File: config.mk
export PLATFORM = sky130hd
export DESIGN_NAME = gpio_irq_bank
export DESIGN_NICKNAME = d
export VERILOG_FILES = /design/src/rtl/gib_pkg.sv /design/src/rtl/gib_sense.sv /design/src/rtl/gib_regs.sv /design/src/rtl/gpio_irq_bank.sv
export SDC_FILE = /design/constraint.sdc
export NUM_CORES = 1
export LEC_CHECK = 0
export BUFFER_PORTS_ARGS = -buffer_cell sky130_fd_sc_hd__buf_2
export CORE_MARGIN = 2
export CORE_UTILIZATION = 63
export CTS_CLUSTER_SIZE = 30
export DETAILED_ROUTE_END_ITERATION = 6
export PLACE_DENSITY = 0.86
export SYNTH_ARGS = -nofsm -noshare
export SYNTH_HDL_FRONTEND = slang
export SYNTH_SLANG_ARGS = --single-unit
File: constraint.sdc
create_clock -name clk -period 4 [get_ports clk]
set_input_delay 0.8 -clock clk [delete_from_list [all_inputs] [get_ports clk]]
set_output_delay 0.8 -clock clk [all_outputs]
set_load 0.05 [all_outputs]
File: src/rtl/gib_pkg.sv
package gib_pkg;

   localparam int IDX_W = 3;

   typedef enum logic [IDX_W-1:0] {
      RI_DATA  = 3'd0,
      RI_DIR   = 3'd1,
      RI_IEN   = 3'd2,
      RI_SEL0  = 3'd3,
      RI_SEL1  = 3'd4,
      RI_SEL2  = 3'd5,
      RI_PEND  = 3'd6,
      RI_SPARE = 3'd7
   } reg_idx_e;

   // Sense decode: sel1 picks level mode; otherwise sel2 picks any-change;
   // otherwise sel0 picks rising (1) or falling (0).
   function automatic logic sense_hit(input logic s0, input logic s1,
                                      input logic s2, input logic prv,
                                      input logic cur);
      if (s1)
         return cur == s0;
      else if (s2)
         return cur != prv;
      else if (s0)
         return cur & ~prv;
      else
         return prv & ~cur;
   endfunction

endpackage

File: src/rtl/gib_sense.sv
module gib_sense (
   input  logic clk,
   input  logic rst_n,
   input  logic pin,
   input  logic sel0,
   input  logic sel1,
   input  logic sel2,
   output logic hit
);

   // Tracks the pin through reset as well, so no change seen during reset
   // is reported once reset is released.
   logic prev_q;

   always_ff @(posedge clk) begin
      prev_q <= pin;
   end

   assign hit = gib_pkg::sense_hit(sel0, sel1, sel2, prev_q, pin);

   AST_EDGE_NEEDS_CHANGE: assert property (@(posedge clk) disable iff (!rst_n)
      (!sel1 && $stable(pin)) |-> !hit)
      else $error("edge mode reported a hit on a steady pin");

endmodule

File: src/rtl/gib_regs.sv
module gib_regs
   import gib_pkg::*;
#(
   parameter int NPIN = 32
) (
   input  logic             clk,
   input  logic             rst_n,
   input  logic             wr_en,
   input  logic [IDX_W-1:0] idx,
   input  logic [NPIN-1:0]  wdata,
   input  logic [NPIN-1:0]  pin_in,
   input  logic [NPIN-1:0]  set_ev,
   output logic [NPIN-1:0]  rdata,
   output logic [NPIN-1:0]  out_q,
   output logic [NPIN-1:0]  dir_q,
   output logic [NPIN-1:0]  ien_q,
   output logic [NPIN-1:0]  sel0_q,
   output logic [NPIN-1:0]  sel1_q,
   output logic [NPIN-1:0]  sel2_q,
   output logic [NPIN-1:0]  pend_q
);

   reg_idx_e        widx;
   logic [NPIN-1:0] clr_mask;
   logic [NPIN-1:0] data_view;

   assign widx      = reg_idx_e'(idx);
   assign clr_mask  = (wr_en && widx == RI_PEND) ? wdata : '0;
   assign data_view = (dir_q & out_q) | (~dir_q & pin_in);

   always_ff @(posedge clk or negedge rst_n) begin
      if (!rst_n) begin
         out_q  <= '0;
         dir_q  <= '0;
         ien_q  <= '0;
         sel0_q <= '0;
         sel1_q <= '0;
         sel2_q <= '0;
         pend_q <= '0;
      end else begin
         if (wr_en) begin
            case (widx)
               RI_DATA: out_q  <= wdata;
               RI_DIR:  dir_q  <= wdata;
               RI_IEN:  ien_q  <= wdata;
               RI_SEL0: sel0_q <= wdata;
               RI_SEL1: sel1_q <= wdata;
               RI_SEL2: sel2_q <= wdata;
               default: ;
            endcase
         end
         // A new event is ORed in after the clear, so it survives the clear.
         pend_q <= (pend_q & ~clr_mask) | set_ev;
      end
   end

   always_comb begin
      case (widx)
         RI_DATA: rdata = data_view;
         RI_DIR:  rdata = dir_q;
         RI_IEN:  rdata = ien_q;
         RI_SEL0: rdata = sel0_q;
         RI_SEL1: rdata = sel1_q;
         RI_SEL2: rdata = sel2_q;
         RI_PEND: rdata = pend_q;
         default: rdata = '0;
      endcase
   end

   AST_DIR_LOAD: assert property (@(posedge clk) disable iff (!rst_n)
      (wr_en && widx == RI_DIR) |=> (dir_q == $past(wdata)))
      else $error("direction mask did not take the written value");

   AST_PEND_STICKY: assert property (@(posedge clk) disable iff (!rst_n)
      !(wr_en && widx == RI_PEND) |=> ((pend_q & $past(pend_q)) == $past(pend_q)))
      else $error("pending bit dropped without a clearing write");

   AST_SET_WINS: assert property (@(posedge clk) disable iff (!rst_n)
      (|set_ev) |=> ((pend_q & $past(set_ev)) == $past(set_ev)))
      else $error("detected event not recorded as pending");

endmodule

File: src/rtl/gpio_irq_bank.sv
module gpio_irq_bank
   import gib_pkg::*;
#(
   parameter int NPIN    = 32,
   parameter bit REG_IRQ = 1'b0
) (
   input  logic             clk,
   input  logic             rst_n,
   input  logic             wr_en,
   input  logic [IDX_W-1:0] reg_idx,
   input  logic [NPIN-1:0]  wdata,
   output logic [NPIN-1:0]  rdata,
   input  logic [NPIN-1:0]  pin_in,
   output logic [NPIN-1:0]  pin_out,
   output logic [NPIN-1:0]  pin_oe,
   output logic             irq
);

   if (NPIN < 1 || NPIN > 32) begin : g_bad_npin
      $error("NPIN must lie between 1 and 32");
   end

   logic [NPIN-1:0] ien_q, sel0_q, sel1_q, sel2_q, pend_q, hit;
   logic            irq_next;

   gib_regs #(.NPIN(NPIN)) u_regs (
      .clk    (clk),
      .rst_n  (rst_n),
      .wr_en  (wr_en),
      .idx    (reg_idx),
      .wdata  (wdata),
      .pin_in (pin_in),
      .set_ev (hit),
      .rdata  (rdata),
      .out_q  (pin_out),
      .dir_q  (pin_oe),
      .ien_q  (ien_q),
      .sel0_q (sel0_q),
      .sel1_q (sel1_q),
      .sel2_q (sel2_q),
      .pend_q (pend_q)
   );

   for (genvar gi = 0; gi < NPIN; gi++) begin : g_pin
      gib_sense u_sense (
         .clk  (clk),
         .rst_n(rst_n),
         .pin  (pin_in[gi]),
         .sel0 (sel0_q[gi]),
         .sel1 (sel1_q[gi]),
         .sel2 (sel2_q[gi]),
         .hit  (hit[gi])
      );
   end

   assign irq_next = |(pend_q & ien_q);

   if (REG_IRQ) begin : g_irq_reg
      logic irq_q;
      always_ff @(posedge clk or negedge rst_n) begin
         if (!rst_n) irq_q <= 1'b0;
         else        irq_q <= irq_next;
      end
      assign irq = irq_q;

      AST_IRQ_CAUSE: assert property (@(posedge clk) disable iff (!rst_n)
         irq |-> $past(|pend_q))
         else $error("irq raised with nothing pending");
      AST_IRQ_MASKED: assert property (@(posedge clk) disable iff (!rst_n)
         $past(ien_q == '0) |-> !irq)
         else $error("irq raised while fully masked");
   end else begin : g_irq_comb
      assign irq = irq_next;

      AST_IRQ_CAUSE: assert property (@(posedge clk) disable iff (!rst_n)
         irq |-> (|pend_q))
         else $error("irq raised with nothing pending");
      AST_IRQ_MASKED: assert property (@(posedge clk) disable iff (!rst_n)
         (ien_q == '0) |-> !irq)
         else $error("irq raised while fully masked");
   end

endmodule

* After elaboration in Yosys (flattened, before gate mapping) *
Index checks and enable logic that the tools add are counted.

operators by class
  equal/unequal tests = 70
  multiplexer cells = 98
  bitwise logic cells = 136
  reductions and logical operators = 9

operators with widths
  operator                                                          number
  32-bit case mux with 7 select lines                               1
  32-bit bitwise AND                                                4
  1-bit 2-to-1 mux                                                  96
  1-bit bitwise AND                                                 64
  1-bit NOT                                                         64
  32-bit NOT                                                        2
  32-bit OR                                                         2
  1-bit == test                                                     32
  32-bit 2-to-1 mux                                                 1
  1-bit inequality test                                             32
  32-bit OR reduction                                               1
  2-bit AND reduction                                               6
  3-bit == test (second input constant)                             3
  3-bit by 2-bit == test with 1-bit output (second input constant)  2
  3-bit by 1-bit == test with 1-bit output (second input constant)  1
  3-bit logical NOT                                                 1
  1-bit logical AND                                                 1

storage, ports and cells
  flip-flop bits (word level) = 256
  logic and storage cells = 352

* Depth between registers and ports, before layout *
Gate-level depths: netlist of the first run.

  depth in word-level cells = 6
  mapped depth = 7
  depth with buffers taken out = 5

* By module *
A second synthesis of the first run with hierarchy kept.

unflattened totals
  cell total of the unflattened synthesis = 1,181
  area, all modules = 13,579.3 um2

by module, submodules not included
  module         times used  cells an instance  area an instance (um2)  seq. area each (um2)
  gib_regs       1           808                10,538.9                5,605.4
  gib_sense      32          11                 90.1                    20.0
  gpio_irq_bank  1           21                 157.7                   0.0

* Least setup slack after synthesis of the first run *
OpenSTA, ideal clock, no wires.

  path type = input to output
  from = in reg_idx[2]
  to = out rdata[11]
  arrival = 2,403 ps
  setup slack = 797 ps
  stages on the path = 6
  buffers on the path = 3
  cell sequence = buf_2 -> buf_4 -> nor2_2 -> buf_2 -> a221oi_1 -> o21ai_1

on the way
  longest elaborated chain between the ends = 2

RTL lines
  what                                         line                 source
  start: declaration                           gpio_irq_bank.sv:10  input logic [IDX_W-1:0] reg_idx,
  3-bit == test, or another cell as far along  gib_regs.sv:58       case (widx)
  32-bit case mux with 7 select lines *        gib_regs.sv:58
  end: declaration                             gpio_irq_bank.sv:12  output logic [NPIN-1:0] rdata,

Every way passes the cells marked *; elsewhere a longest branch is shown, timed or not.

* Worst setup path after layout of the first run *
  from = in reg_idx[2]
  to = out rdata[17]

The elaborated chain is that of the path after synthesis.

==> results of run 1 <==
## cell usage after synthesis (all sizes together) (11+ instances only)
| cell type | instances | area, um2 |
|---|---|---|
| inv | 98 | 368 |
| mux2 | 277 | 3120 |
| xnor2 | 32 | 280 |
| dfxtp | 32 | 641 |
| a22oi | 59 | 443 |
| buf | 41 | 282 |
| nand2 | 67 | 259 |
| ha | 64 | 801 |
| o211ai | 33 | 248 |
| dfrtp | 224 | 5610 |
| nand3 | 11 | 55.1 |
| o21ai | 83 | 415 |
| clkbuf | 11 | 41.3 |
## final cells by class
type,count,area [um2],share of cell area (%)
Tap cell,275,344,2.24
Clock inverter,14,150,0.977
Timing Repair Buffer,197,1110,7.23
Clock buffer,34,742,4.83
Multi-Input combinational cell,715,6400,41.7
Sequential cell,256,6250,40.7
Inverter,98,368,2.39
## power groups by stage
stage / Sequential, mW / Combinational [mW] / Clock, mW
global route: 3.62 / 2.40 / 2.64
finish: 3.56 / 2.25 / 2.51
detailed placement: 3.58 / 2.22 / 0
CTS: 3.54 / 2.25 / 2.52
floorplan: 3.94 / 1.16 / 0
global placement: 3.55 / 2.15 / 0
## layer usage
| layer | up-vias | GRT usage, % | routed length, um | share of wire, % |
|---|---|---|---|---|
| met5 | - | 0 | 30 | 0.082 |
| met4 | 4 | 14.1 | 1570 | 4.3 |
| met3 | 135 | 7.16 | 3450 | 9.5 |
| met2 | 536 | 53.0 | 17000 | 47 |
| met1 | 5036 | 44.0 | 14400 | 40 |
| li1 | 4417 | - | - | - |
## final timing paths
| check | depth (start not counted) | end | slack, ns | startpoint |
|---|---|---|---|---|
| setup / recovery | 5 | rdata[17] | 0.14 | reg_idx[2] |
| hold / removal | 1 | u_regs.out_q[23]$_DFFE_PN0P_ | 0.34 | rst_n |
| setup reg to reg | 5 | u_regs.pend_q[13]$_DFF_PN0_ | 2.65 | g_pin[13].u_sense.prev_q$_DFF_P_ |
| hold reg to reg | 1 | u_regs.out_q[4]$_DFFE_PN0P_ | 0.50 | u_regs.out_q[4]$_DFFE_PN0P_ |
| max in group asynchronous | 2 | u_regs.dir_q[1]$_DFFE_PN0P_ | 2.72 | rst_n |
| min in group clk | 1 | g_pin[10].u_sense.prev_q$_DFF_P_ | 0.43 | pin_in[10] |
## worst max-delay path: cells and delay by family
family,cells,cell delay [ns]
compound gates,2,0.56
buf+inv,2,0.60
simple gates,1,1.07
## metrics by stage
step | hold slack (ns) | area, um2
2_1_floorplan | 0.478 | 13300
3_3_place_gp | 0.482 | 14500
3_5_place_dp | 0.492 | 14500
4_1_cts | 0.394 | 15400
5_1_grt | 0.428 | 15400
6_report | 0.342 | 15400
## logic make-up after synthesis
group	Yosys count
flip-flops	256
AO/OA/AOI/OAI	231
multiplexers	287
adder cells (fa/ha/maj)	64
XOR/XNOR	32
buffers and inverters	150
AND/OR/NAND/NOR	101
## state kept, by name, summed over array words and instances, names as in the netlist
| name | count |
|---|---|
| u_regs.sel2_q | 32 |
| u_regs.ien_q | 32 |
| g_pin.u_sense.prev_q | 32 |
| u_regs.dir_q | 32 |
| u_regs.pend_q | 32 |
| u_regs.out_q | 32 |
| u_regs.sel1_q | 32 |
| u_regs.sel0_q | 32 |
==> results.json, run 1 <==
{
  "die_h_um": 149,
  "power_mw": 8.32,
  "synthAdderAreaFrac_pct": 6.01,
  "diodes": 0,
  "outcome": "completed",
  "p_per_area_mw_per_mm2": 542,
  "min_period_over_period_pct": 96.5,
  "slew_headroom_pct": 11.8,
  "ir_drop_uv": 423,
  "fin_setup_tns_ns": 0,
  "grt_max_degree": 117,
  "finalSetupViolCount": 0,
  "final_nets": 1428,
  "tightestPinTransition_ns": 1.32,
  "internal-power_mw": 5.33,
  "worst_ep_required_time_ns": 3.20,
  "overflow": 0,
  "grt_pass1_vias": 10400,
  "sequentialPowerShare_pct": 42.8,
  "cts_root_buf": "clkbuf_16",
  "place_hpwl_mm": 24.3,
  "synth-xor-area-share_pct": 2.10,
  "muxShareOfSynthArea_pct": 24.2,
  "fin_crit_ns": 3.86,
  "hold_buffers": 0,
  "vias": 10100,
  "skew_ns": 0.00821,
  "cp_slowest_cell": "nor2_2",
  "synthSimpleGateAreaFrac_pct": 3.70,
  "seq_area_frac_synth_pct": 46.9,
  "path_max_fanout": 22,
  "drive_above_1_share_pct": 25.8,
  "path_common_cell": "buf_2",
  "synth_nets": 1255,
  "netlist_instances": 1121,
  "startpoint_type": "input pin",
  "drt_pass1_iterations": 5,
  "synthArstFlopShare_pct": 87.5,
  "max-cap-violations": 0,
  "synth_top_family_by_area": "multiplexers",
  "final_common_cell": "dfrtp_1",
  "start_util_pct": 63.8,
  "timing.fmax_ghz": 0.259,
  "power.switching_mw": 3.00,
  "hold_violations": 0,
  "cts_tree": "yes",
  "place_congestion": 0.873,
  "insertion_delay_ns": 0.54,
  "path_class": "in2out",
  "die_area_mm2": 0.0223,
  "p_comb_share_pct": 27.0,
  "rows": 53,
  "clk_pin_slew_worst_paths_ns": 0.06,
  "cts_made_buffers": 26,
  "dp_slack_ns": 0.289,
  "clock_sinks": 256,
  "syn2layout_area_growth_pct": 15.2,
  "ys.flop_type": "dfrtp_1",
  "netlist_area_mm2": 0.0133,
  "cts_resized": 0,
  "switching_share_pct": 36.0,
  "rsz0062_at_grt": "false",
  "port_buffers": 166,
  "drcViolationCount": 0,
  "cp_cell_sequence": "buf_2, nor2_2, a221oi_1, o21ai_1, buf_2",
  "synth_edf_count": 0,
  "cts_setup_buffers": 0,
  "hold_path.class": "in2async",
  "ys_warn_count": 0,
  "postRouteAntennaNets": 0,
  "h-tree-depth": 1,
  "die_width_um": 149,
  "setup_ws_ns": 0.141,
  "fin_util_pct": 73.5,
  "ys_types": 41,
  "clockPowerShare_pct": 30.2,
  "synth_compound_area_share_pct": 12.0,
  "finalNonFillerCells": 1589,
  "cts_buffer_depth": 3,
  "synth_area_per_cell_um2": 11.9,
  "vias_per_cell": 6.37,
  "grt_usage_pct": 33.2,
  "ioPinCount": 167,
  "avgRoutedWirePerCell_um": 22.9,
  "ys_seq_elements": 256,
  "antenna_found_initial": 3,
  "final_cell_mix": "224 x dfrtp_1, 189 x mux2_1, 165 x buf_2, 98 x inv_1, 88 x mux2_2",
  "p_leak_nw": 7.09,
  "wl_mm": 36.5,
  "nFillCells": 1366,
  "grt_first_pass_wirelength_mm": 57.4,
  "drv_slew": 0,
  "drtIter0Drc": 860,
  "placed_cells": 1541,
  "core_area_mm2": 0.0209,
  "arrival_ns": 3.06,
  "slowest_delay_ns": 1.07,
  "cp-end-kind": "primary output"
}
(Power assumes the default switching activity.)
==> run 2: changes to the inputs <==
--- a/config.mk
+++ b/config.mk
@@ -11,6 +11,8 @@
 export CTS_CLUSTER_SIZE = 30
 export DETAILED_ROUTE_END_ITERATION = 6
 export PLACE_DENSITY = 0.86
+export SKIP_LAST_GASP = 1
 export SYNTH_ARGS = -nofsm -noshare
 export SYNTH_HDL_FRONTEND = slang
+export SYNTH_HIERARCHICAL = 1
 export SYNTH_SLANG_ARGS = --single-unit
==> constraint.sdc (replaced) <==
create_clock -name clk -period 5 [get_ports clk]
set_input_delay 1 -clock clk [delete_from_list [all_inputs] [get_ports clk]]
set_output_delay 1 -clock clk [all_outputs]
set_load 0.05 [all_outputs]
==> run 2 against run 1 <==
  * Via count hardly changed
  * Global-route usage decreased by 1.7 points
  * Hold slack gained 0.17 ns
  * Clock skew fell by 0.0017 ns
  * Die area increased by 1.8%
  * Worst setup slack better by 0.86 ns
  * Wire length shrank 1.9%
  * Critical path type unchanged
  * Largest cell class unchanged
==> results.json, run 2 <==
{
  "avgRoutedWirePerCell_um": 21.8,
  "worstRegToRegCells": 6,
  "rows": 53,
  "path_max_fanout": 29,
  "core_area_mm2": 0.0211,
  "crit_family": "buffers and inverters",
  "place_congestion": 0.849,
  "timing.fmax_ghz": 0.250,
  "p_leak_nw": 7.39,
  "seq_area_frac_synth_pct": 46.0,
  "critical_path_depth": 7,
  "finalSetupViolCount": 0,
  "drcViolationCount": 0,
  "ys_types": 41,
  "syn2layout_area_growth_pct": 14.7,
  "ys_warn_count": 6,
  "synth_area_leader_cell": "dfrtp_1",
  "clock_sinks": 256,
  "worst_ep_required_time_ns": 4.00,
  "cts_resized": 0,
  "final_common_cell": "dfrtp_1",
  "die_width_um": 151,
  "tightestPinTransition_ns": 0.923,
  "wl_mm": 35.8,
  "synth_edf_count": 0,
  "place_hpwl_mm": 23.5,
  "endpoint": "rdata[26]",
  "cp_cell_sequence": "buf_2, buf_4, and2b_1, a22oi_1, nor2_1, a211o_1, buf_2",
  "postRouteAntennaNets": 0,
  "outcome": "completed",
  "synth.cells.most_frequent": "224 x dfrtp_1, 163 x mux2_2, 102 x nand2_1",
  "whs_ns": 0.511,
  "cts_buffer_depth": 3,
  "synth_top_cell_area_share_pct": 41.3,
  "skew_ns": 0.00650,
  "fin_crit_ns": 4.00,
  "finalNonFillerCells": 1643,
  "overflow": 0,
  "cts_made_buffers": 27,
  "setup.worst_path.start": "reg_idx[0]",
  "cp_num_buf_inv": 3,
  "insertion_delay_ns": 0.53,
  "max-cap-violations": 0,
  "final_cell_mix": "224 x dfrtp_1, 164 x buf_2, 163 x mux2_2, 102 x nand2_1, 82 x a21oi_1",
  "drt_pass1_iterations": 5,
  "cp_slowest_cell": "buf_2",
  "synth_nets": 1315,
  "start_util_pct": 64.4,
  "cts_root_buf": "clkbuf_16",
  "drive_above_1_share_pct": 32.1,
  "path_class": "in2out",
  "die_area_mm2": 0.0227,
  "die_h_um": 151,
  "rsz0062_at_grt": "false",
  "vias_per_cell": 6.16,
  "drv_slew": 0,
  "startpoint_type": "input pin",
  "fin_setup_tns_ns": 0,
  "netlist_area_mm2": 0.0136,
  "ys_seq_elements": 256,
  "ys.flop_type": "dfrtp_1",
  "hold_violations": 0,
  "grt_pass1_vias": 10300,
  "slew_headroom_pct": 38.5,
  "port_buffers": 166,
  "ir_drop_uv": 295,
  "synth_area_per_cell_um2": 11.5,
  "rr_startpoint": "g_pin[11].u_sense/prev_q$_DFF_P_",
  "grt_usage_pct": 31.4,
  "synthArstFlopShare_pct": 87.5,
  "rrSetupSlack_ns": 3.61,
  "fin_util_pct": 73.8,
  "p_per_area_mw_per_mm2": 448,
  "synth_area_leaders": "dfrtp_1 41%, mux2_2 14%, ha_1 5.9%",
  "hold_path.class": "reg2reg",
  "arrival_ns": 3.00,
  "clk_pin_slew_worst_paths_ns": 0.06,
  "grt_first_pass_wirelength_mm": 55.3,
  "antenna_found_initial": 0,
  "final_nets": 1481,
  "slowest_delay_ns": 0.56,
  "ioPinCount": 167,
  "drtIter0Drc": 682,
  "placed_cells": 1593,
  "min_period_over_period_pct": 80.1,
  "vias": 10100,
  "hold_buffers": 0,
  "synth.most_common_cell": "dfrtp_1",
  "path_common_cell": "buf_2",
  "rr_endpoint": "u_regs/pend_q[11]$_DFF_PN0_",
  "power_mw": 6.97,
  "cts_setup_buffers": 0,
  "h-tree-depth": 1,
  "cts_tree": "yes",
  "netlist_instances": 1181,
  "cp-end-kind": "primary output",
  "grt_max_degree": 122
}
## run 2: cell types whose count changed after synthesis, moves of 27 or more
cell	previous run	this run
a21o_1	0	38
a22oi_1	59	24
mux2i_1	10	72
a21oi_1	2	82
inv_1	98	65
mux2_1	189	39
nand2_1	66	102
o211ai_1	33	1
mux2_2	88	163
nor2_1	0	27
mux2_4	0	30
## run 2: cell families after synthesis
family | synth area share [%]
xor+xnor | 2.06
buf+inv | 4.39
fa+ha+maj | 5.90
simple gates | 5.21
flops | 46.0
mux | 25.4
compound gates | 11.1
## run 2: worst min-delay path by stage
| stage | depth (start not counted) | slack (ns) | startpoint | to |
|---|---|---|---|---|
| 6_report | 1 | 0.51 | u_regs/pend_q[11]$_DFF_PN0_ | u_regs/pend_q[11]$_DFF_PN0_ |
| 5_1_grt | 1 | 0.53 | u_regs/pend_q[16]$_DFF_PN0_ | u_regs/pend_q[16]$_DFF_PN0_ |
| 4_1_cts | 1 | 0.51 | u_regs/pend_q[11]$_DFF_PN0_ | u_regs/pend_q[11]$_DFF_PN0_ |
| 3_5_place_dp | 1 | 0.49 | u_regs/pend_q[30]$_DFF_PN0_ | u_regs/pend_q[30]$_DFF_PN0_ |
| 3_3_place_gp | 1 | 0.48 | u_regs/pend_q[22]$_DFF_PN0_ | u_regs/pend_q[22]$_DFF_PN0_ |
| 2_1_floorplan | 1 | 0.47 | u_regs/pend_q[22]$_DFF_PN0_ | u_regs/pend_q[22]$_DFF_PN0_ |
## run 2: area by class of cell
type / instances / area (um2)
antenna: 2 / 5.00
fill: 1415 / 5520
clock inverter: 11 / 183
sequential: 256 / 6250
multi-input combinational: 807 / 6750
tap: 275 / 344
timing repair buffer: 190 / 1020
clock buffer: 37 / 773
inverter: 65 / 244
## run 2: per-stage QoR
step | worst slack, ns | area, um2
floorplan | 1.16 | 13600
global placement | 1.12 | 14600
detailed placement | 1.10 | 14600
CTS | 1.07 | 15600
global route | 0.956 | 15600
finish | 0.997 | 15600
## run 2: worst register-to-register path: stages (launching register included)
cell and delay [ns]:
dfxtp_1 0.36, inv_1 0.06, ha_1 0.18, mux2_1 0.31, o21ai_1 0.15, nand2_1 0.08
a21o_1 0.15
## run 2: metal layers
| layer | GRT usage, % | part of all wire, % | vias to the layer above |
|---|---|---|---|
| met5 | 0 | 0 | - |
| li1 | - | - | 4527 |
| met1 | 42.5 | 41 | 5053 |
| met4 | 12.3 | 3.5 | 0 |
| met2 | 51.7 | 48 | 452 |
| met3 | 4.43 | 7.4 | 95 |
## run 2: where the power goes
part           switching (mW)  total (mW)  internal, mW
registers               0.415        2.86          2.45
logic                    1.19        1.95         0.760
clock network           0.826        2.16          1.33
